<file path="src/rtl/sar_pkg.sv">
package sar_pkg;

    // Conversion-period source; the encoding is visible on the clk_sel port.
    typedef enum logic [1:0] {
        SRC_DIV16     = 2'd0,
        SRC_DIV32     = 2'd1,
        SRC_DIV64     = 2'd2,
        SRC_DEDICATED = 2'd3
    } clk_src_e;

    // Periods spent before the first bit decision.
    localparam int SETUP_SLOTS = 1;

    // Largest system-clock divisor offered.
    localparam int MAX_SYS_DIV = 64;

endpackage

</file>
<file path="src/rtl/sar_tad_gen.sv">
module sar_tad_gen #(
    parameter int DED_DIV = 4
) (
    input  logic              clk,
    input  logic              rst_n,
    input  logic              run,
    input  sar_pkg::clk_src_e src,
    input  logic              ded_tick,
    output logic              half_tick,
    output logic              end_tick
);
    import sar_pkg::*;

    localparam int MAXD  = (DED_DIV > MAX_SYS_DIV) ? DED_DIV : MAX_SYS_DIV;
    localparam int CNT_W = $clog2(MAXD);

    logic [CNT_W-1:0] cnt_d, cnt_q;
    logic [CNT_W-1:0] last_d, mid_d;
    logic             step;

    always_comb begin
        case (src)
            SRC_DIV16: begin last_d = CNT_W'(15); mid_d = CNT_W'(7);  end
            SRC_DIV32: begin last_d = CNT_W'(31); mid_d = CNT_W'(15); end
            SRC_DIV64: begin last_d = CNT_W'(63); mid_d = CNT_W'(31); end
            default:   begin last_d = CNT_W'(DED_DIV - 1); mid_d = CNT_W'(DED_DIV / 2 - 1); end
        endcase
        step      = (src == SRC_DEDICATED) ? ded_tick : 1'b1;
        half_tick = run && step && (cnt_q == mid_d);
        end_tick  = run && step && (cnt_q == last_d);

        cnt_d = cnt_q;
        if (!run)          cnt_d = '0;
        else if (end_tick) cnt_d = '0;
        else if (step)     cnt_d = cnt_q + 1'b1;
    end

    always_ff @(posedge clk or negedge rst_n) begin
        if (!rst_n) cnt_q <= '0;
        else        cnt_q <= cnt_d;
    end

    AST_TICKS_APART: assert property (@(posedge clk) disable iff (!rst_n)
        run |-> !(half_tick && end_tick));

    AST_NO_TICK_IDLE: assert property (@(posedge clk) disable iff (!rst_n)
        !run |=> (cnt_q == '0));

endmodule

</file>
<file path="src/rtl/sar_ctrl.sv">
module sar_ctrl #(
    parameter int RES_W = 10
) (
    input  logic              clk,
    input  logic              rst_n,
    input  logic              start,
    input  logic              abort,
    input  sar_pkg::clk_src_e src_in,
    input  logic              cmp_in,
    input  logic              half_tick,
    input  logic              end_tick,
    input  logic              irq_clr,
    output logic              busy,
    output sar_pkg::clk_src_e src_q,
    output logic [RES_W-1:0]  code,
    output logic [RES_W-1:0]  result,
    output logic              irq
);
    import sar_pkg::*;

    localparam int LAST_SLOT = RES_W + SETUP_SLOTS - 1;
    localparam int SLOT_W    = $clog2(LAST_SLOT + 1);
    localparam int IDX_W     = $clog2(RES_W + 1);

    typedef struct packed {
        logic             busy;
        logic             last_half;
        logic [SLOT_W-1:0] slot;
        logic [RES_W-1:0] code;
        logic [RES_W-1:0] result;
        logic             irq;
        clk_src_e         src;
    } st_t;

    st_t        st_d, st_q;
    logic       done, discard;
    logic [IDX_W-1:0] dec_idx, trial_idx;

    always_comb begin
        st_d      = st_q;
        done      = 1'b0;
        discard   = 1'b0;
        dec_idx   = IDX_W'(LAST_SLOT - int'(st_q.slot));
        trial_idx = IDX_W'(LAST_SLOT - 1 - int'(st_q.slot));

        if (!st_q.busy) begin
            if (start) begin
                st_d.busy      = 1'b1;
                st_d.last_half = 1'b0;
                st_d.slot      = '0;
                st_d.code      = '0;
                st_d.src       = src_in;
            end
        end else begin
            if (half_tick && (st_q.slot >= SLOT_W'(SETUP_SLOTS))) begin
                st_d.code[dec_idx] = cmp_in;
                if (st_q.slot == SLOT_W'(LAST_SLOT)) st_d.last_half = 1'b1;
            end
            if (end_tick) begin
                if (st_q.slot == SLOT_W'(LAST_SLOT)) begin
                    done = 1'b1;
                end else begin
                    st_d.slot = st_q.slot + 1'b1;
                    if (st_q.slot >= SLOT_W'(SETUP_SLOTS - 1))
                        st_d.code[trial_idx] = 1'b1;
                end
            end
            if (!done && abort) begin
                if (st_q.last_half) done    = 1'b1;
                else                discard = 1'b1;
            end
            if (done) begin
                st_d.busy   = 1'b0;
                st_d.result = st_d.code;
            end
            if (discard) st_d.busy = 1'b0;
        end

        if (irq_clr) st_d.irq = 1'b0;
        if (done)    st_d.irq = 1'b1;
    end

    always_ff @(posedge clk or negedge rst_n) begin
        if (!rst_n) st_q <= '{busy: 1'b0, last_half: 1'b0, slot: '0, code: '0,
                              result: '0, irq: 1'b0, src: SRC_DIV16};
        else        st_q <= st_d;
    end

    assign busy   = st_q.busy;
    assign src_q  = st_q.src;
    assign code   = st_q.code;
    assign result = st_q.result;
    assign irq    = st_q.irq;

    AST_SLOT_LIMIT: assert property (@(posedge clk) disable iff (!rst_n)
        st_q.busy |-> (st_q.slot <= SLOT_W'(LAST_SLOT)));

    AST_DONE_FLAGS: assert property (@(posedge clk) disable iff (!rst_n)
        done |=> (irq && !busy));

    AST_DISCARD_KEEPS: assert property (@(posedge clk) disable iff (!rst_n)
        discard |=> ($stable(result) && !busy));

    AST_LATE_STOP_VALID: assert property (@(posedge clk) disable iff (!rst_n)
        (busy && abort && st_q.last_half) |=> (irq && !busy));

    AST_CLEAR_FLAG: assert property (@(posedge clk) disable iff (!rst_n)
        (irq_clr && !done) |=> !irq);

    AST_NO_RESTART: assert property (@(posedge clk) disable iff (!rst_n)
        (busy && start && !done && !discard) |=> (busy && $stable(src_q)));

endmodule

</file>
<file path="src/rtl/sar_fmt.sv">
module sar_fmt #(
    parameter int RES_W = 10,
    parameter int REG_W = 8
) (
    input  logic [RES_W-1:0] value,
    input  logic             left,
    output logic [REG_W-1:0] hi,
    output logic [REG_W-1:0] lo
);
    localparam int PAD_W = 2 * REG_W - RES_W;

    logic [2*REG_W-1:0] packed_v;

    always_comb begin
        packed_v = left ? {value, {PAD_W{1'b0}}} : {{PAD_W{1'b0}}, value};
        hi       = packed_v[2*REG_W-1:REG_W];
        lo       = packed_v[REG_W-1:0];
    end

endmodule

</file>
<file path="src/rtl/sar_seq_top.sv">
module sar_seq_top #(
    parameter int RES_W   = 10,
    parameter int REG_W   = 8,
    parameter int DED_DIV = 4
) (
    input  logic             clk,
    input  logic             rst_n,
    input  logic             start,
    input  logic             abort,
    input  logic [1:0]       clk_sel,
    input  logic             ded_tick,
    input  logic             just_left,
    input  logic             cmp_in,
    input  logic             irq_clr,
    output logic [RES_W-1:0] dac_code,
    output logic             busy,
    output logic             irq_flag,
    output logic [REG_W-1:0] res_hi,
    output logic [REG_W-1:0] res_lo
);
    import sar_pkg::*;

    clk_src_e         src_run;
    logic             half_tick, end_tick;
    logic [RES_W-1:0] result;

    sar_ctrl #(.RES_W(RES_W)) ctrl_i (
        .clk       (clk),
        .rst_n     (rst_n),
        .start     (start),
        .abort     (abort),
        .src_in    (clk_src_e'(clk_sel)),
        .cmp_in    (cmp_in),
        .half_tick (half_tick),
        .end_tick  (end_tick),
        .irq_clr   (irq_clr),
        .busy      (busy),
        .src_q     (src_run),
        .code      (dac_code),
        .result    (result),
        .irq       (irq_flag)
    );

    sar_tad_gen #(.DED_DIV(DED_DIV)) tad_i (
        .clk       (clk),
        .rst_n     (rst_n),
        .run       (busy),
        .src       (src_run),
        .ded_tick  (ded_tick),
        .half_tick (half_tick),
        .end_tick  (end_tick)
    );

    sar_fmt #(.RES_W(RES_W), .REG_W(REG_W)) fmt_i (
        .value (result),
        .left  (just_left),
        .hi    (res_hi),
        .lo    (res_lo)
    );

endmodule

</file>
<file path="config.mk">
export PLATFORM = sky130hd
export DESIGN_NAME = sar_seq_top
export DESIGN_NICKNAME = d
export VERILOG_FILES = /design/src/rtl/sar_pkg.sv /design/src/rtl/sar_tad_gen.sv /design/src/rtl/sar_ctrl.sv /design/src/rtl/sar_fmt.sv /design/src/rtl/sar_seq_top.sv
export SDC_FILE = /design/constraint.sdc
export NUM_CORES = 1
export LEC_CHECK = 0
export ABC_CLOCK_PERIOD_IN_PS = 3300
export BUFFER_PORTS_ARGS = -buffer_cell sky130_fd_sc_hd__buf_2
export CAP_MARGIN = 10
export CORE_ASPECT_RATIO = 0.5
export CORE_MARGIN = 1.5
export CORE_UTILIZATION = 45
export CTS_BUF_LIST = sky130_fd_sc_hd__clkbuf_4 sky130_fd_sc_hd__clkbuf_8
export CTS_CLUSTER_DIAMETER = 40
export CTS_CLUSTER_SIZE = 25
export DETAILED_ROUTE_END_ITERATION = 6
export GPL_ROUTABILITY_DRIVEN = 0
export PLACE_DENSITY = 0.65
export SYNTH_ARGS = -nofsm -noshare
export SYNTH_HDL_FRONTEND = slang
export SYNTH_HIERARCHICAL = 1
export SYNTH_SLANG_ARGS = --single-unit
</file>
<file path="constraint.sdc">
create_clock -name clk -period 3.3 [get_ports clk]
set_input_delay 0.66 -clock clk [delete_from_list [all_inputs] [get_ports clk]]
set_output_delay 0.66 -clock clk [all_outputs]
set_load 0.02 [all_outputs]
</file>
==> reports/metrics.csv <==
stage,metric,value,unit
outcome,status,completed,
drt,DR DRC count,0,
critical_path,Setup CP Type,reg -> reg,
place,DP Worst Slack,0.4992,ns
logic_synthesis,sequential fraction of the synthesis area,0.3488,
logic_synthesis,xor/xnor cell area share of the yosys netlist,0.03438,
critical_path,crit path max-delay cell type,a22o_1,
power,Leakage,1.157,nW
timing,Final Cycle Share,0.8342,
timing,Final setup viols,0,
floorplan,Boundary Pins,38,
drt,drt pass-1 iters,4,
floorplan,Die Area,0.006065,mm^2
cells_and_area,# nets final,299,
logic_synthesis,mux cell area share after synthesis,0.06577,
global_routing,vias in the first global route,1793,
drt,1st-iter DRT viols,130,
clock_network,cts repair resizes,0,
place,dpl hpwl,3875,um
logic_synthesis,Area contributors post-synth,"dfrtp_1 (35%), buf_4 (6.9%), ha_1 (3.5%)",
timing,Clock Skews,0.005403,ns
cells_and_area,share of layout cells above drive strength 1,0.2332,
drt,vias per inst,5.581,
timing,post-route setup slack,0.5472,ns
drt,uppermost layer routed,met4,
clock_network,TritonCTS buffer count,5,
logic_synthesis,syn nets,292,
global_routing,global-route wire length before repair,9004,um
floorplan,Initial Util,0.4890,
clock_network,CTS tree,yes,
timing,worst slew pin tran,0.8097,ns
logic_synthesis,ys flop type,dfrtp_1,
drt,met2 WL,2317,um
timing,normalized max-slew margin,0.4602,
timing,Hold Fails Final Rpt,0,
global_routing,largest net degree at the start of global routing,36,
logic_synthesis,Unique masters post-synth,57,
floorplan,die width,108.6,um
global_routing,initial antenna violation count,0,
drt,routed wl met3,306,um
critical_path,endpoint class of the critical path,flip-flop,
critical_path,Worst EP arrival,2.93,ns
clock_network,CTS Buffer Depth,2,
critical_path,worst-path maximum fanout,11,
critical_path,worst reg2reg path depth,8,
logic_synthesis,fraction of registers with async set/reset,1.000,
timing,maximum clock rate,363.3,MHz
timing,Hold Slack,0.4563,ns
clock_network,Worst-Skew Late Latency,0.29,ns
drt,routed length per instance,15.28,um
drt,M1 wire length,2729,um
timing,RSZ-0062 raised after global routing,no,
critical_path,Startpoint Class,flip-flop,
critical_path,cell family with most CP delay,compound AO/OA/AOI/OAI gates,
clock_network,post-CTS setup buffers,0,
logic_synthesis,Compound-Gate Fraction of Synth Area,0.1943,
clock_network,Worst-path clk slew,0.07,ns
critical_path,WP buf/inv,1,
timing,final worst path period need,2.753,ns
flow_run,Max-Cap Viols,0,
critical_path,reg2reg start,ctrl_i/src_q[0],
clock_network,clock sink count,35,
clock_network,H-Tree Depth,2,
critical_path,crit-path cells,"inv_1, ha_1, xor2_1, o2111a_2, and3_2, a22o_1, and2_1, mux2_2",
critical_path,CP required,3.47,ns
logic_synthesis,yosys warns,6,
power,power per cell area,393.6,mW/mm^2
clock_network,Root Driver,clkbuf_8,
logic_synthesis,largest family of logic cells by synthesized area,simple AND/OR/NAND/NOR gates,
critical_path,flop-to-flop setup slack,0.55,ns
floorplan,FP Rows,18,
logic_synthesis,synthesized flop and latch total,35,
logic_synthesis,Post-synth EDFFs,0,
critical_path,worst setup path start,ctrl_i/src_q[0],
critical_path,CP peak stage delay,0.42,ns
logic_synthesis,cell taking the most area after synthesis,dfrtp_1,
timing,Max Slew Vio Count,0,
cells_and_area,P&R area growth vs syn,5.381,%
power,peak supply drop,0.1989,mV
logic_synthesis,Yosys top cell area share,0.3488,
logic_synthesis,simple-gate portion of the synthesized area,0.1963,
worst_hold_path,HP Class,in -> async,
logic_synthesis,Post-Syn Area,0.002511,mm^2
drt,post-route antenna net violation count,0,
global_routing,GRT Total Usage,0.1888,
logic_synthesis,syn_area_per_cell,9.131,um^2
logic_synthesis,adder-cell share of the synthesized area,0.03488,
drt,total number of vias,1970,
floorplan,chip height,55.82,um
clock_network,hold_buf cts,0,
timing,total negative slack,0,ns
floorplan,core area,0.005135,mm^2
cells_and_area,# diodes,0,
critical_path,RR Endpoint,ctrl_i/result[7],
logic_synthesis,Syn Inst Count,275,
drt,drt total wl,5394,um
critical_path,Worst path depth,8,
place,IO Port Bufs,37,
global_routing,Overflow after GRT,0,
[metal layers]
metal | global-route usage | vias up
met5 | 0 | -
li1 | - | 978
met4 | 0.04699 | 0
met2 | 0.2812 | 62
met3 | 0.03864 | 7
met1 | 0.2785 | 923
[kinds of logic after synthesis]
kind of cell               count (synthesis)
adders and majority gates                  7
muxes                                     14
buffers and inverters                     51
AOI/OAI and AO/OA                         70
DFF                                       35
and+or+nand+nor                           89
xor gates and xnor gates                   9
[area by class of cell]
type                    instances  area, um^2
fillers                       482        2489
clock buffers                   6       82.58
inverters                      12       45.04
flip-flops and latches         35       875.8
repair buffers                 39       200.2
well taps                      70       87.58
multi-input cells             189        1320
clock inverters                 2       35.03
[worst max-delay path by stage]
stage | to | slack (ns)
2_1_floorplan | ctrl_i/code[6] | 0.45
3_3_place_gp | ctrl_i/code[8] | 0.54
3_5_place_dp | ctrl_i/code[8] | 0.50
4_1_cts | ctrl_i/result[7] | 0.56
5_1_grt | ctrl_i/code[8] | 0.35
6_report | ctrl_i/result[7] | 0.55
[through the flow]
step / instances / area, um^2 / power, mW / util
floorplan: 275 / 2511 / 0.6102 / -
global placement: 345 / 2529 / 0.6405 / 0.4924
detailed placement: 345 / 2529 / 0.6449 / 0.4924
CTS: 353 / 2646 / 1.054 / 0.5154
global route: 353 / 2646 / 1.097 / 0.5154
finish: 353 / 2646 / 1.042 / 0.5154
[placed cells by master, fill, tap and decap left out, types with 3 or more instances in the layout]
cell type   n
mux2_2      4
nand2b_1    6
inv_1      12
buf_2      37
nor2_1     11
xor2_1      4
or3_1       3
clkbuf_8    6
nand3_1     8
nand4_1     3
o21ai_0    14
nand2_1    23
mux2_4      4
a21oi_1    15
mux2i_1     6
dfrtp_1    35
nor3_1      6
o22ai_1     5
ha_1        7
a31oi_1     9
and2_1      7
nor2b_1     8
xnor2_1     4
o31ai_1     3
[synthesized netlist by cell type, types with 2 or more instances]
library cell / n
a21oi_1: 15
a221oi_1: 2
a22o_1: 2
a31oi_1: 9
and2_1: 7
and3_1: 2
and4bb_2: 2
buf_2: 3
buf_4: 23
buf_6: 4
clkbuf_1: 6
clkbuf_2: 3
dfrtp_1: 35
ha_1: 7
inv_1: 12
mux2_2: 4
mux2_4: 4
mux2i_1: 6
nand2_1: 23
nand2b_1: 6
nand3_1: 8
nand4_1: 3
nor2_1: 11
nor2b_1: 8
nor3_1: 6
nor3b_1: 2
o2111ai_1: 2
o21ai_0: 14
o22a_1: 2
o22ai_1: 5
o2bb2ai_1: 2
o31ai_1: 3
o41ai_1: 2
or3_1: 3
xnor2_1: 4
xor2_1: 4
[state kept, by name, summed over array words and instances (netlist names)]
register / count
ctrl_i/code: 10
ctrl_i/busy: 1
ctrl_i/src_q: 2
tad_i/cnt_q: 6
ctrl_i/irq: 1
ctrl_i/st_q: 5
ctrl_i/result: 10
[where the power goes]
group / internal, mW / switching, mW
sequential: 0.447 / 0.0279
clock: 0.244 / 0.159
combinational: 0.0646 / 0.0987
Power figures use the tool's default switching activity.
